File: config.mk
export PLATFORM = sky130hd
export DESIGN_NAME = phy_link_seq
export DESIGN_NICKNAME = d
export VERILOG_FILES = /design/src/rtl/phy_link_pkg.sv /design/src/rtl/phy_link_ctrl.sv /design/src/rtl/phy_link_dp.sv /design/src/rtl/phy_link_seq.sv
export SDC_FILE = /design/constraint.sdc
export NUM_CORES = 1
export LEC_CHECK = 0
export ABC_AREA = 1
export CAP_MARGIN = 30
export CELL_PAD_IN_SITES_DETAIL_PLACEMENT = 1
export CELL_PAD_IN_SITES_GLOBAL_PLACEMENT = 1
export CORE_MARGIN = 3
export CORE_UTILIZATION = 38
export DETAILED_ROUTE_END_ITERATION = 16
export GPL_TIMING_DRIVEN = 0
export PLACE_DENSITY_LB_ADDON = 0.1
export RECOVER_POWER = 100
export SETUP_SLACK_MARGIN = 0.02
export SKIP_CTS_REPAIR_TIMING = 1
export SLEW_MARGIN = 20
export SYNTH_ARGS = -nofsm -noshare
export SYNTH_HDL_FRONTEND = slang
export SYNTH_SLANG_ARGS = --single-unit
File: constraint.sdc
create_clock -name clk -period 1.8 [get_ports clk]
set_input_delay 0.27 -clock clk [delete_from_list [all_inputs] [get_ports clk]]
set_output_delay 0.27 -clock clk [all_outputs]
set_load 0.01 [all_outputs]
File: src/rtl/phy_link_pkg.sv
package phy_link_pkg;

  typedef enum logic [2:0] {
    ST_IDLE,
    ST_SCAN,
    ST_RD_CTRL,
    ST_POLL,
    ST_RD_ADV,
    ST_RD_LPA
  } seqState_t;

  // strobes from control to datapath
  typedef struct packed {
    logic clearRun;
    logic nextAddr;
    logic markFound;
    logic loadCtrl;
    logic loadStat;
    logic loadAdv;
    logic loadLpa;
    logic commit;
  } dpCmd_t;

  localparam int ADDR_W = 5;
  localparam int DATA_W = 16;

  // management register numbers
  localparam logic [4:0] REG_CTRL = 5'd0;
  localparam logic [4:0] REG_STAT = 5'd1;
  localparam logic [4:0] REG_ID1  = 5'd2;
  localparam logic [4:0] REG_ADV  = 5'd4;
  localparam logic [4:0] REG_LPA  = 5'd5;

  // bit positions
  localparam int B_CTRL_FD    = 8;
  localparam int B_CTRL_AN    = 12;
  localparam int B_CTRL_SPD   = 13;
  localparam int B_STAT_LINK  = 2;
  localparam int B_STAT_ANDON = 5;
  localparam int B_AB_10H     = 5;
  localparam int B_AB_10F     = 6;
  localparam int B_AB_100H    = 7;
  localparam int B_AB_100F    = 8;

endpackage

File: src/rtl/phy_link_ctrl.sv
module phy_link_ctrl
  import phy_link_pkg::*;
(
  input  logic              clk,
  input  logic              rstN,
  input  logic              start,
  input  logic              xferEnd,
  input  logic [DATA_W-1:0] rdData,
  input  logic              lastAddr,
  input  logic              anEnabled,
  input  logic              linkExpired,
  output dpCmd_t            cmd,
  output logic              reqOn,
  output logic [4:0]        regSel
);

  seqState_t state, nState;
  logic nReq;
  logic idValid, statOk;

  assign idValid = (rdData != 16'h0000) && (rdData != 16'hFFFF);
  assign statOk  = rdData[B_STAT_LINK] && (!anEnabled || rdData[B_STAT_ANDON]);

  always_comb begin
    case (state)
      ST_SCAN:    regSel = REG_ID1;
      ST_RD_CTRL: regSel = REG_CTRL;
      ST_POLL:    regSel = REG_STAT;
      ST_RD_ADV:  regSel = REG_ADV;
      ST_RD_LPA:  regSel = REG_LPA;
      default:    regSel = REG_CTRL;
    endcase
  end

  always_comb begin
    cmd    = '0;
    nState = state;
    nReq   = reqOn;
    if (state == ST_IDLE) begin
      nReq = 1'b0;
      if (start) begin
        cmd.clearRun = 1'b1;
        nState       = ST_SCAN;
      end
    end else if (!reqOn) begin
      nReq = 1'b1;
    end else if (xferEnd) begin
      nReq = 1'b0;
      case (state)
        ST_SCAN: begin
          if (idValid) begin
            cmd.markFound = 1'b1;
            nState        = ST_RD_CTRL;
          end else if (lastAddr) begin
            cmd.commit = 1'b1;
            nState     = ST_IDLE;
          end else begin
            cmd.nextAddr = 1'b1;
          end
        end
        ST_RD_CTRL: begin
          cmd.loadCtrl = 1'b1;
          nState       = ST_POLL;
        end
        ST_POLL: begin
          cmd.loadStat = 1'b1;
          if (statOk) begin
            if (anEnabled) nState = ST_RD_ADV;
            else begin
              cmd.commit = 1'b1;
              nState     = ST_IDLE;
            end
          end else if (linkExpired) begin
            cmd.commit = 1'b1;
            nState     = ST_IDLE;
          end
        end
        ST_RD_ADV: begin
          cmd.loadAdv = 1'b1;
          nState      = ST_RD_LPA;
        end
        ST_RD_LPA: begin
          cmd.loadLpa = 1'b1;
          cmd.commit  = 1'b1;
          nState      = ST_IDLE;
        end
        default: nState = ST_IDLE;
      endcase
    end
  end

  always_ff @(posedge clk or negedge rstN) begin
    if (!rstN) begin
      state <= ST_IDLE;
      reqOn <= 1'b0;
    end else begin
      state <= nState;
      reqOn <= nReq;
    end
  end


  reg_sel_stable_chk: assert property (@(posedge clk) disable iff (!rstN)
    (reqOn && $past(reqOn)) |-> $stable(regSel));


  busy_start_ignored_chk: assert property (@(posedge clk) disable iff (!rstN)
    (state != ST_IDLE && start) |-> !cmd.clearRun);

endmodule

File: src/rtl/phy_link_dp.sv
module phy_link_dp
  import phy_link_pkg::*;
#(
  parameter int TICK_CYCLES = 50000,
  parameter int MDIO_TICKS  = 500,
  parameter int LINK_TICKS  = 4000
) (
  input  logic              clk,
  input  logic              rstN,
  input  dpCmd_t            cmd,
  input  logic              reqOn,
  input  logic              mgmtDone,
  input  logic [DATA_W-1:0] mgmtRdData,
  output logic              xferEnd,
  output logic [DATA_W-1:0] rdData,
  output logic              lastAddr,
  output logic              anEnabled,
  output logic              linkExpired,
  output logic [ADDR_W-1:0] scanAddr,
  output logic [ADDR_W-1:0] phyAddr,
  output logic              linkUp,
  output logic              speed100,
  output logic              fullDuplex,
  output logic              done
);

  localparam int PRE_W  = $clog2(TICK_CYCLES + 1);
  localparam int MDIO_W = $clog2(MDIO_TICKS + 1);
  localparam int LINK_W = $clog2(LINK_TICKS + 1);
  localparam logic [ADDR_W-1:0] MAX_ADDR = '1;

  logic [PRE_W-1:0]  preCnt;
  logic              tick;
  logic [MDIO_W-1:0] mdioCnt;
  logic [LINK_W-1:0] linkCnt;
  logic              mdioExpired;
  logic              found;
  logic [DATA_W-1:0] ctrlQ, statQ, advQ, commonQ;
  logic [DATA_W-1:0] statNow, commonNow;
  logic              resLink, resSpd, resFd;

  assign tick        = (preCnt == PRE_W'(TICK_CYCLES - 1));
  assign mdioExpired = (mdioCnt == MDIO_W'(MDIO_TICKS));
  assign linkExpired = (linkCnt == LINK_W'(LINK_TICKS));
  assign xferEnd     = reqOn && (mgmtDone || mdioExpired);
  assign rdData      = mgmtDone ? mgmtRdData : 16'hFFFF;
  assign lastAddr    = (scanAddr == MAX_ADDR);
  assign anEnabled   = ctrlQ[B_CTRL_AN];

  always_ff @(posedge clk or negedge rstN) begin
    if (!rstN) preCnt <= '0;
    else if (tick) preCnt <= '0;
    else preCnt <= preCnt + 1'b1;
  end

  always_ff @(posedge clk or negedge rstN) begin
    if (!rstN) mdioCnt <= '0;
    else if (!reqOn) mdioCnt <= '0;
    else if (tick && !mdioExpired) mdioCnt <= mdioCnt + 1'b1;
  end

  always_ff @(posedge clk or negedge rstN) begin
    if (!rstN) linkCnt <= '0;
    else if (cmd.clearRun || cmd.loadCtrl) linkCnt <= '0;
    else if (tick && !linkExpired) linkCnt <= linkCnt + 1'b1;
  end

  always_ff @(posedge clk or negedge rstN) begin
    if (!rstN) begin
      scanAddr <= '0;
      found    <= 1'b0;
      ctrlQ    <= '0;
      statQ    <= '0;
      advQ     <= '0;
      commonQ  <= '0;
    end else begin
      if (cmd.clearRun) begin
        scanAddr <= '0;
        found    <= 1'b0;
        ctrlQ    <= '0;
        statQ    <= '0;
        advQ     <= '0;
        commonQ  <= '0;
      end
      if (cmd.nextAddr)  scanAddr <= scanAddr + 1'b1;
      if (cmd.markFound) found    <= 1'b1;
      if (cmd.loadCtrl)  ctrlQ    <= rdData;
      if (cmd.loadStat)  statQ    <= rdData;
      if (cmd.loadAdv)   advQ     <= rdData;
      if (cmd.loadLpa)   commonQ  <= advQ & rdData;
    end
  end

  // values that may be loaded in the same cycle as the commit
  assign statNow   = cmd.loadStat ? rdData : statQ;
  assign commonNow = cmd.loadLpa ? (advQ & rdData) : commonQ;

  always_comb begin
    resLink = found && statNow[B_STAT_LINK];
    resSpd  = 1'b1;
    resFd   = 1'b1;
    if (resLink) begin
      if (ctrlQ[B_CTRL_AN] && statNow[B_STAT_ANDON]) begin
        if (commonNow[B_AB_100F]) begin
          resSpd = 1'b1; resFd = 1'b1;
        end else if (commonNow[B_AB_100H]) begin
          resSpd = 1'b1; resFd = 1'b0;
        end else if (commonNow[B_AB_10F]) begin
          resSpd = 1'b0; resFd = 1'b1;
        end else if (commonNow[B_AB_10H]) begin
          resSpd = 1'b0; resFd = 1'b0;
        end
      end else begin
        resSpd = ctrlQ[B_CTRL_SPD];
        resFd  = ctrlQ[B_CTRL_FD];
      end
    end
  end

  always_ff @(posedge clk or negedge rstN) begin
    if (!rstN) begin
      phyAddr    <= '0;
      linkUp     <= 1'b0;
      speed100   <= 1'b0;
      fullDuplex <= 1'b0;
      done       <= 1'b0;
    end else begin
      done <= cmd.commit;
      if (cmd.commit) begin
        phyAddr    <= found ? scanAddr : '0;
        linkUp     <= resLink;
        speed100   <= resSpd;
        fullDuplex <= resFd;
      end
    end
  end


  done_single_chk: assert property (@(posedge clk) disable iff (!rstN)
    done |=> !done);


  result_hold_chk: assert property (@(posedge clk) disable iff (!rstN)
    !done |-> ($stable(linkUp) && $stable(speed100) && $stable(fullDuplex) && $stable(phyAddr)));


  down_default_chk: assert property (@(posedge clk) disable iff (!rstN)
    (done && !linkUp) |-> (speed100 && fullDuplex));


  req_bounded_chk: assert property (@(posedge clk) disable iff (!rstN)
    (reqOn && mdioExpired) |=> !reqOn);

endmodule

File: src/rtl/phy_link_seq.sv
module phy_link_seq
  import phy_link_pkg::*;
#(
  parameter int TICK_CYCLES = 50000,
  parameter int MDIO_TICKS  = 500,
  parameter int LINK_TICKS  = 4000
) (
  input  logic        clk,
  input  logic        rstN,
  input  logic        start,
  output logic        mgmtReq,
  output logic [4:0]  mgmtPhyAddr,
  output logic [4:0]  mgmtRegAddr,
  input  logic        mgmtDone,
  input  logic [15:0] mgmtRdData,
  output logic [4:0]  phyAddr,
  output logic        linkUp,
  output logic        speed100,
  output logic        fullDuplex,
  output logic        done
);

  dpCmd_t            cmd;
  logic              reqOn, xferEnd, lastAddr, anEnabled, linkExpired;
  logic [DATA_W-1:0] rdData;
  logic [ADDR_W-1:0] scanAddr;
  logic [4:0]        regSel;

  phy_link_ctrl u_ctrl (
    .clk(clk), .rstN(rstN), .start(start),
    .xferEnd(xferEnd), .rdData(rdData), .lastAddr(lastAddr),
    .anEnabled(anEnabled), .linkExpired(linkExpired),
    .cmd(cmd), .reqOn(reqOn), .regSel(regSel)
  );

  phy_link_dp #(
    .TICK_CYCLES(TICK_CYCLES), .MDIO_TICKS(MDIO_TICKS), .LINK_TICKS(LINK_TICKS)
  ) u_dp (
    .clk(clk), .rstN(rstN), .cmd(cmd), .reqOn(reqOn),
    .mgmtDone(mgmtDone), .mgmtRdData(mgmtRdData),
    .xferEnd(xferEnd), .rdData(rdData), .lastAddr(lastAddr),
    .anEnabled(anEnabled), .linkExpired(linkExpired), .scanAddr(scanAddr),
    .phyAddr(phyAddr), .linkUp(linkUp), .speed100(speed100),
    .fullDuplex(fullDuplex), .done(done)
  );

  assign mgmtReq     = reqOn;
  assign mgmtPhyAddr = scanAddr;
  assign mgmtRegAddr = regSel;


  phy_addr_stable_chk: assert property (@(posedge clk) disable iff (!rstN)
    (mgmtReq && $past(mgmtReq)) |-> $stable(mgmtPhyAddr));

endmodule

---- After elaboration in Yosys (flattened, before gate mapping) ----
Index checks and enable logic that the tools add are counted.
cells by class
  $add $sub $neg .......................... 4
  equality and inequality tests ........... 14
  multiplexer cells ....................... 62
  bitwise operators ....................... 1
  reductions and logical operators ........ 25
operator list
  cell                                                                   number
  9-bit 2-to-1 mux                                                       5
  16-bit 2-to-1 mux                                                      2
  1-bit 2-to-1 mux                                                       30
  14-bit 2-to-1 mux                                                      2
  3-bit 2-to-1 mux                                                       9
  12-bit 2-to-1 mux                                                      2
  3-bit one-hot mux with 4 select lines                                  2
  7-bit 2-to-1 mux                                                       3
  2-bit nonzero test                                                     9
  16-bit by 1-bit adder with 16-bit output, second input constant        1
  16-bit equality test, second input constant                            1
  16-bit != test, second input constant                                  1
  16-bit nonzero test                                                    1
  5-bit 2-to-1 mux                                                       3
  12-bit by 1-bit adder with 12-bit output, second input constant        1
  12-bit equality test, second input constant                            1
  6-bit 2-to-1 mux                                                       2
  9-bit by 1-bit adder with 9-bit output, second input constant          1
  9-bit bitwise AND                                                      1
  9-bit equality test, second input constant                             1
  1-bit logical AND                                                      7
  3-bit by 2-bit equality test with 1-bit output, second input constant  2
  3-bit equality test, second input constant                             2
  5-bit by 1-bit adder with 5-bit output, second input constant          1
  other kinds (12)                                                       16
word-level totals
  bits in registers ....................... 94
  output and inout bits ................... 20

---- Longest topological paths before layout ----
Gate-level depths: netlist of run 1.
  word-level depth ........................ 15
  mapped depth ............................ 15
  mapped depth without buffers ............ 15

---- Hierarchy ----
A second synthesis of run 1 with hierarchy kept.
unflattened totals
  cells, all modules ...................... 580
  area, all modules ....................... 4,207.8 um2
modules (own cells, without submodules)
  module         instances  cells an instance  area each (um2)
  phy_link_dp    1          479                3,667.3
  phy_link_ctrl  1          101                540.5

---- Least setup slack after synthesis of run 1 ----
Ideal clock, no wire load.
  kind .................................... flip-flop to flip-flop
  start ................................... register u_dp.mdioCnt[0]
  end ..................................... register u_dp.linkCnt[5]
  setup time .............................. 0.119 ns
  arrival time ............................ 1.633 ns
  required time ........................... 1.681 ns
  path slack .............................. 0.048 ns
  cell stages (with the launch flop) ...... 14
  cells stage by stage .................... dfrtp_1 -> inv_1 -> ha_1 -> nand2_1 -> nor2_1 -> nand2_4 -> nand2_4 -> nand2_2 -> inv_4 -> nand4_2 -> nand2_1 -> buf_4 -> a21oi_1 -> o21a_1
between the ends
  cells in the longest elaborated chain, start to end .. 8
RTL lines
  what                                                            line                 text
  start, declared                                                 phy_link_dp.sv:34    logic [MDIO_W-1:0] mdioCnt;
  start signal, assigned                                          phy_link_dp.sv:59    else if (tick && !mdioExpired) mdioCnt <= mdioCnt + 1'b1;
  9-bit equality test (*)                                         phy_link_dp.sv:43    assign mdioExpired = (mdioCnt == MDIO_W'(MDIO_TICKS));
  1-bit logical OR (*)                                            phy_link_dp.sv:45    assign xferEnd = reqOn && (mgmtDone || mdioExpired);
  1-bit logical AND (*)                                           phy_link_dp.sv:45
  7-bit 2-to-1 mux (*)                                            phy_link_ctrl.sv:47  end else if (xferEnd) begin
  7-bit 2-to-1 mux (*)                                            phy_link_ctrl.sv:45  end else if (!reqOn) begin
  7-bit 2-to-1 mux (*)                                            phy_link_ctrl.sv:39  if (state == ST_IDLE) begin
  1-bit logical OR (*)                                            phy_link_dp.sv:64    else if (cmd.clearRun || cmd.loadCtrl) linkCnt <= '0;
  12-bit 2-to-1 mux / 2-bit nonzero test (equally long branches)  n/a
  end signal, assigned                                            phy_link_dp.sv:65    else if (tick && !linkExpired) linkCnt <= linkCnt + 1'b1;
  end, declared                                                   phy_link_dp.sv:35    logic [LINK_W-1:0] linkCnt;
Mark *: on every way between the ends. The rest lies on a longest branch, timed or not.
A chain may end at the register's enable or synchronous reset.

---- Worst setup path in the final report of run 1 ----
  start ................................... register u_dp.preCnt[1]
  end ..................................... register u_dp.linkCnt[5]
between the ends
  cells in the longest elaborated chain, start to end .. 3
RTL lines
  what                                 line               text
  start, declared                      phy_link_dp.sv:32  logic [PRE_W-1:0] preCnt;
  start signal, assigned               phy_link_dp.sv:53  else preCnt <= preCnt + 1'b1;
  16-bit equality test                 phy_link_dp.sv:42  assign tick = (preCnt == PRE_W'(TICK_CYCLES - 1));
  1-bit logical AND                    phy_link_dp.sv:65
  2-bit nonzero test (no source line)  n/a
No other way between the ends.

==> results of run 1 <==
-- state kept, by name, summed over array words and instances, names as in the netlist --
name,count
u_dp.linkUp,1
u_dp.speed100,1
u_dp.statQ,2
u_dp.phyAddr,5
u_dp.ctrlQ,3
u_ctrl.reqOn,1
u_dp.linkCnt,12
u_dp.fullDuplex,1
u_dp.mdioCnt,9
u_dp.found,1
u_dp.scanAddr,5
u_dp.commonQ,4
u_dp.preCnt,16
u_dp.done,1
u_dp.advQ,4
u_ctrl.state,3
-- tightest hold or removal path, delay by kind of cell --
family | cells | cell delay (ns)
buffers and inverters | 2 | 0.31
AND/OR/NAND/NOR | 1 | 0.13
AO/OA/AOI/OAI | 1 | 0.10
-- cell usage in the layout, fill, tap and decap left out, types with 4 or more instances in the layout --
cell and instances:
nand3_1 18, a21oi_1 9, clkbuf_8 10, o21ai_1 8, nand3_4 7, nand2_1 71
dfrtp_1 66, nand3_2 15, o21ai_2 11, o22ai_1 6, xor2_1 11, a21oi_2 5
nand2_4 8, clkdlybuf4s50_1 32, nor3_1 10, nand4_1 8, buf_6 9, o21ai_0 10
inv_2 11, nand2_2 26, nor2_4 15, nor2_2 6, nor2_1 56, dlymetal6s2s_1 4
nand2_8 4, inv_4 4, buf_4 34, inv_1 64
-- routing by layer --
layer  up-vias  GRT usage  part of all wire
met2        50     0.2971              0.50
met1      1828     0.2438              0.45
met5         -          0                 0
met3        12    0.03311             0.025
li1       1793          -                 -
met4         0    0.07854             0.017
-- stage by stage --
stage | power, W | hold slack, ns | setup TNS, ns | instances
4_1_cts | 0.004699 | -0.1301 | -10.17 | 688
3_3_place_gp | 0.003347 | 0.4447 | -153.24 | 671
5_1_grt | 0.005702 | 0.5264 | -7.679 | 731
3_5_place_dp | 0.003395 | 0.2561 | -10.78 | 672
6_report | 0.005396 | 0.4874 | -1.980 | 731
2_1_floorplan | 0.002755 | -0.02559 | 0 | 501
-- power by group through the flow --
| stage | Combinational (W) | Sequential [W] | Clock (W) |
|---|---|---|---|
| final | 0.00214 | 0.00196 | 0.00129 |
| after CTS | 0.00144 | 0.00194 | 0.00132 |
| after global routing | 0.00233 | 0.00198 | 0.00139 |
| after floorplan | 0.000778 | 0.00198 | 0 |
| after global placement | 0.00140 | 0.00195 | 0 |
| after detailed placement | 0.00143 | 0.00197 | 0 |
-- cells by family (layout without fill, tap and decap cells) --
logic type      Yosys count  in the layout  synth area share
simple gates            258            259            0.3157
buf+inv                  87            183           0.09000
flops                    69             69            0.4436
compound gates           63             63           0.09354
xor+xnor                 15             15           0.03375
fa+ha+maj                 7              7           0.02250
other cells               1              2         0.0009634
-- worst paths after layout --
| kind | end | cells after the start | slack (ns) | start |
|---|---|---|---|---|
| max | u_dp.linkCnt[5] | 11 | -0.13 | u_dp.preCnt[1] |
| min | u_dp.ctrlQ[12] | 4 | 0.49 | mgmtDone |
| max reg2reg | u_dp.linkCnt[5] | 11 | -0.13 | u_dp.preCnt[1] |
| min reg2reg | u_dp.preCnt[15] | 1 | 0.51 | u_dp.preCnt[15] |
| max in group asynchronous | u_dp.scanAddr[0] | 3 | 0.51 | rstN |
| min in group asynchronous | u_dp.preCnt[7] | 2 | 0.58 | rstN |
-- cell type report --
class,instances,share of cell area
plain buffers,6,0.009513
flip-flops and latches,69,0.3060
clock buffers,12,0.02566
inverters,81,0.05907
multi-input cells,346,0.4252
clock inverters,4,0.008407
well taps,133,0.02942
repair buffers,80,0.1367
==> impl_metrics.py, run 1 <==
metrics = {
    "pwr": {
        "power.share.clock": 0.240,
        "share_comb_of_total_power": 0.397,
        "cellPowerDensity_nw_per_um2": 954.0,
        "swShare": 0.3833,
        "ir_drop_mv": 0.7615,
        "seqPwrFrac": 0.363,
        "cellLeakagePower_nw": 2.543,
        "intPower_w": 0.003328,
        "p_sw_w": 0.002068,
    },
    "synthesis": {
        "synthTopCellsByCount": "nand2_1 (99), inv_1 (73), dfrtp_1 (69)",
        "avgSynthCellArea_um2": 7.785,
        "yosys.cell_types.count": 41,
        "synth_area_leader_cell": "dfrtp_1",
        "synth.top_cell.area_share": 0.4436,
        "synth-async-reset-ratio": 1.000,
        "postSynthRegisterBits": 69,
        "syn-instance-count": 500,
        "ys.warnings.count": 0,
        "synth-edff-count": 0,
        "synth_top_cells_by_area": "dfrtp_1 (44%), nand2_1 (9.5%), inv_1 (7.0%)",
        "ys_dominant_reg_cell": "dfrtp_1",
        "mappedNetlistArea_um2": 3892,
        "synth_sequential_area_ratio": 0.4436,
        "post-synth-top-count-cell": "nand2_1",
    },
    "sta": {
        "finalHoldViolCount": 0,
        "fmax_ghz": 0.5189,
        "timing.final.setup_violations": 34,
        "grt_setup_unrepaired": "yes",
        "worst-slew-pin-transition_ns": 0.8973,
        "timing.final.ws_setup_ns": -0.1271,
        "finalWorstPathRequiredPeriod_ns": 1.927,
        "drv_slew": 0,
        "timing.max_slew.rel_slack": 0.4018,
        "timing.final.crit_share": 1.071,
        "fin_skew_ns": 0.008708,
    },
    "clock_tree": {
        "root_buffer": "clkbuf_8",
        "insertion_delay_to_the_later_sink_of_the_worst_skew_pair_ns": 0.36,
        "clk_pin_slew_worst_paths_ns": 0.08,
        "tritoncts_num_sinks": 69,
        "htreeDepth": 3,
        "cts_tree": "built",
        "cts_buffer_depth": 2,
        "cts-buffers-inserted": 9,
    },
    "grt": {
        "global_route.overflow_total": 0,
        "total_routing_usage_reported_by_global_routing": 0.1846,
        "first_pass_grt_wire_length_um": 16900,
        "grt_pass1_vias": 3593,
        "antenna_found_initial": 0,
        "grt_start_max_net_pins": 38,
    },
    "run_status": {
        "run_status": "complete, but fails checks",
        "failed_checks": "negative setup slack",
    },
    "placed_design": {
        "place_hpwl_um": 7372,
        "gp_routability_congestion": 0.8281,
        "io_buffers": 37,
        "detailedPlace.worstSlack_ns": -0.3804,
        "detailed_place.area_um2": 4451,
    },
    "worst_setup_path": {
        "critical_path_arrival_ns": 2.22,
        "critPathBufInv": 2,
        "required_ns": 2.10,
        "critical_path_class": "flip-flop to flip-flop",
        "cp-start-kind": "flip-flop",
        "timing.critical_path.slowest_cell_delay_ns": 0.36,
        "critical_path_peak_fanout": 5,
        "critPathCaptureType": "flip-flop",
        "timing.critical_path.slowest_stage_cell": "dfrtp_1",
        "worst_path_dominant_cell_family": "simple AND/OR/NAND/NOR gates",
        "cp_cell_sequence": "ha_2 -> nand2_2 -> nor2_4 -> inv_2 -> nor4_4 -> nand2_4 -> buf_6 -> nor2_4 -> nand2_2 -> a21oi_2 -> o21a_1",
    },
    "die": {
        "placement_rows": 36,
        "start_util": 0.3946,
        "top_level_pins": 40,
        "die_height_um": 107.2,
        "full_die_area_um2": 11490,
        "die-width_um": 107.2,
        "floorplan.core_area_um2": 9864,
    },
    "min_path": {
        "hold_class": "input pin to flip-flop",
    },
    "final_layout": {
        "fillers": 1158,
        "layout.nets": 620,
        "multi_input_comb_area_um2": 2405,
        "synthToLayoutAreaGrowth_pct": 45.29,
        "seqCellArea_um2": 1730,
        "antenna_cells": 0,
        "final_core_util": 0.5733,
        "drive_above_1_share": 0.3411,
        "fin_area_um2": 5655,
    },
    "routing": {
        "drtIter0Drc": 103,
        "routed_wirelength_um": 11760,
        "drt.antenna.violating_nets": 0,
        "post_detailed_route_via_to_cell_ratio": 5.038,
        "detail_route.drc_violations": 0,
        "drtPass1Iterations": 4,
        "avgRoutedWirePerCell_um": 16.09,
        "vias": 3683,
    },
    "run": {
        "drv_cap": 0,
    },
}
Power figures use the tool's default switching activity.
==> inputs of run 2 (changes only) <==
PLACE_DENSITY_LB_ADDON = 0.08   (was 0.1)
==> run 2 against run 1 <==
  * The flow still finishes with violations (negative setup slack)
  * Worst setup slack better by 0.0085 ns
  * Total power rose by 3.0%
  * Die area is the same
  * Maximum frequency rose by 0.44%
  * Sequential power is essentially flat
  * Clock power rose by 14%
  * Count of clock-buffer cells in the layout unchanged
  * Clock skew fell by 0.0015 ns
  * Highest routed layer unchanged
  * Largest power group unchanged
  * Register-to-register slack about the same
  * Global-route usage decreased by 0.37 points
  * Critical path depth grew 1
==> impl_metrics.py, run 2 (same netlist as run 1, synthesis figures left out) <==
metrics = {
    "run_status": {
        "run_status": "complete, but fails checks",
        "failed_checks": "negative setup slack",
    },
    "min_path": {
        "hold_class": "input pin to flip-flop",
        "min-delay-start": "mgmtDone",
    },
    "worst_setup_path": {
        "regToRegStartpoint": "u_dp.preCnt[0]",
        "critPathCaptureType": "flip-flop",
        "required_ns": 2.03,
        "crit_path_start": "u_dp.preCnt[0]",
        "critical_path_peak_fanout": 7,
        "cp_cell_sequence": "ha_2 -> nand2_2 -> nor2_4 -> inv_2 -> nor4_4 -> nand2_4 -> nor2_4 -> buf_6 -> buf_12 -> nor2_4 -> nand2_1 -> o31ai_1",
        "timing.critical_path.slowest_cell_delay_ns": 0.37,
        "timing.critical_path.mode_cell": "nor2_4",
        "critical_path_arrival_ns": 2.15,
        "timing.critical_path.slowest_stage_cell": "dfrtp_1",
        "critical_path_class": "flip-flop to flip-flop",
        "cp-start-kind": "flip-flop",
    },
    "pwr": {
        "swShare": 0.3646,
        "seqPwrFrac": 0.354,
        "p_sw_w": 0.002026,
        "ir_drop_mv": 0.7363,
        "share_comb_of_total_power": 0.382,
        "cellPowerDensity_nw_per_um2": 984.1,
        "power.share.clock": 0.264,
        "intPower_w": 0.003530,
        "cellLeakagePower_nw": 2.578,
    },
    "routing": {
        "drtPass1Iterations": 6,
        "routed_wirelength_um": 11490,
        "avgRoutedWirePerCell_um": 15.69,
        "post_detailed_route_via_to_cell_ratio": 5.005,
        "drt.antenna.violating_nets": 0,
        "vias": 3664,
        "drtIter0Drc": 96,
        "detail_route.drc_violations": 0,
    },
    "final_layout": {
        "antenna_cells": 0,
        "fin_area_um2": 5645,
        "most-common-layout-cells": "nand2_1 (71), dfrtp_1 (65), inv_1 (62)",
        "layout.nets": 621,
        "drive_above_1_share": 0.3472,
        "regMostFlops": "u_dp.preCnt",
        "final_common_cell": "nand2_1",
        "synthToLayoutAreaGrowth_pct": 45.03,
        "largest_register_ff_count": 16,
        "biggestRegsByFlops": "u_dp.preCnt x16, u_dp.linkCnt x12, u_dp.mdioCnt x9",
    },
    "sta": {
        "drv_slew": 0,
        "fin_skew_ns": 0.007203,
        "finalHoldViolCount": 0,
        "finalWorstPathRequiredPeriod_ns": 1.919,
        "timing.final.setup_violations": 22,
        "hold_slack_ns": 0.4593,
        "timing.final.ws_setup_ns": -0.1186,
        "grt_setup_unrepaired": "yes",
        "worst-slew-pin-transition_ns": 0.9479,
        "timing.max_slew.rel_slack": 0.3680,
        "fmax_ghz": 0.5212,
        "timing.final.crit_share": 1.066,
    },
    "die": {
        "floorplan.core_area_um2": 9864,
        "full_die_area_um2": 11490,
        "start_util": 0.3946,
        "die-width_um": 107.2,
        "top_level_pins": 40,
        "die_height_um": 107.2,
        "placement_rows": 36,
    },
    "placed_design": {
        "detailedPlace.worstSlack_ns": -0.3596,
        "place_hpwl_um": 7416,
        "detailed_place.area_um2": 4451,
        "gp_routability_congestion": 0.8332,
        "io_buffers": 37,
    },
    "clock_tree": {
        "cts_buffer_depth": 2,
        "cts_tree": "built",
        "clk_pin_slew_worst_paths_ns": 0.08,
        "root_buffer": "clkbuf_8",
        "tritoncts_num_sinks": 69,
        "insertion_delay_to_the_later_sink_of_the_worst_skew_pair_ns": 0.35,
        "htreeDepth": 3,
        "cts-buffers-inserted": 9,
    },
    "run": {
        "drv_cap": 0,
    },
    "grt": {
        "grt_start_max_net_pins": 37,
        "first_pass_grt_wire_length_um": 16690,
        "global_route.overflow_total": 0,
        "total_routing_usage_reported_by_global_routing": 0.1809,
        "grt_pass1_vias": 3549,
        "antenna_found_initial": 0,
    },
}
## run 2: per-layer routing
layer  GRT usage  part of all wire
met1      0.2402              0.44
met2      0.3003              0.51
met3     0.02529             0.028
met4     0.06575             0.026
met5           0                 0
## run 2: path summary, 6_finish.rpt
kind                                        end  slack (ns)  cells after the start
worst max-delay path            u_dp.linkCnt[8]       -0.12                     12
worst min-delay path               u_dp.advQ[5]        0.46                      4
min in group asynchronous        u_dp.preCnt[6]        0.62                      2
max in group asynchronous          u_ctrl.reqOn        0.46                      3
worst min register to register  u_dp.preCnt[15]        0.50                      1
worst max register to register  u_dp.linkCnt[8]       -0.12                     12
## run 2: power groups by stage
| stage | clock network (W) | logic (W) | registers (W) |
|---|---|---|---|
| 3_3_place_gp | 0 | 0.00140 | 0.00195 |
| 3_5_place_dp | 0 | 0.00143 | 0.00196 |
| 4_1_cts | 0.00151 | 0.00144 | 0.00193 |
| 6_report | 0.00147 | 0.00212 | 0.00197 |
| 2_1_floorplan | 0 | 0.000778 | 0.00198 |
| 5_1_grt | 0.00157 | 0.00231 | 0.00200 |
## run 2: worst max-delay path: cells and delay by family (launching register included)
kind	cells	cell delay (ns)
buf+inv	3	0.29
fa+ha+maj	1	0.19
compound gates	1	0.06
flops	1	0.37
simple gates	7	0.88
## run 2: cell type report
class                           count  area (um2)
Buffer                              6       53.80
Inverter                           81       326.6
Sequential cell                    69        1732
Timing Repair Buffer               82       783.3
Clock inverter                      4       70.07
Multi-Input combinational cell    345        2359
Fill cell                        1147        4219
Clock buffer                       12       155.1
Tap cell                          133       166.4
## run 2: metrics by stage
step           std cells  power [W]  setup TNS, ns    util
2_1_floorplan        501   0.002755              0       -
3_3_place_gp         671   0.003347        -151.26  0.4494
3_5_place_dp         672   0.003390         -10.24  0.4512
4_1_cts              688   0.004878         -9.669  0.4740
5_1_grt              732   0.005874         -5.726  0.5723
6_report             732   0.005556         -1.348  0.5723
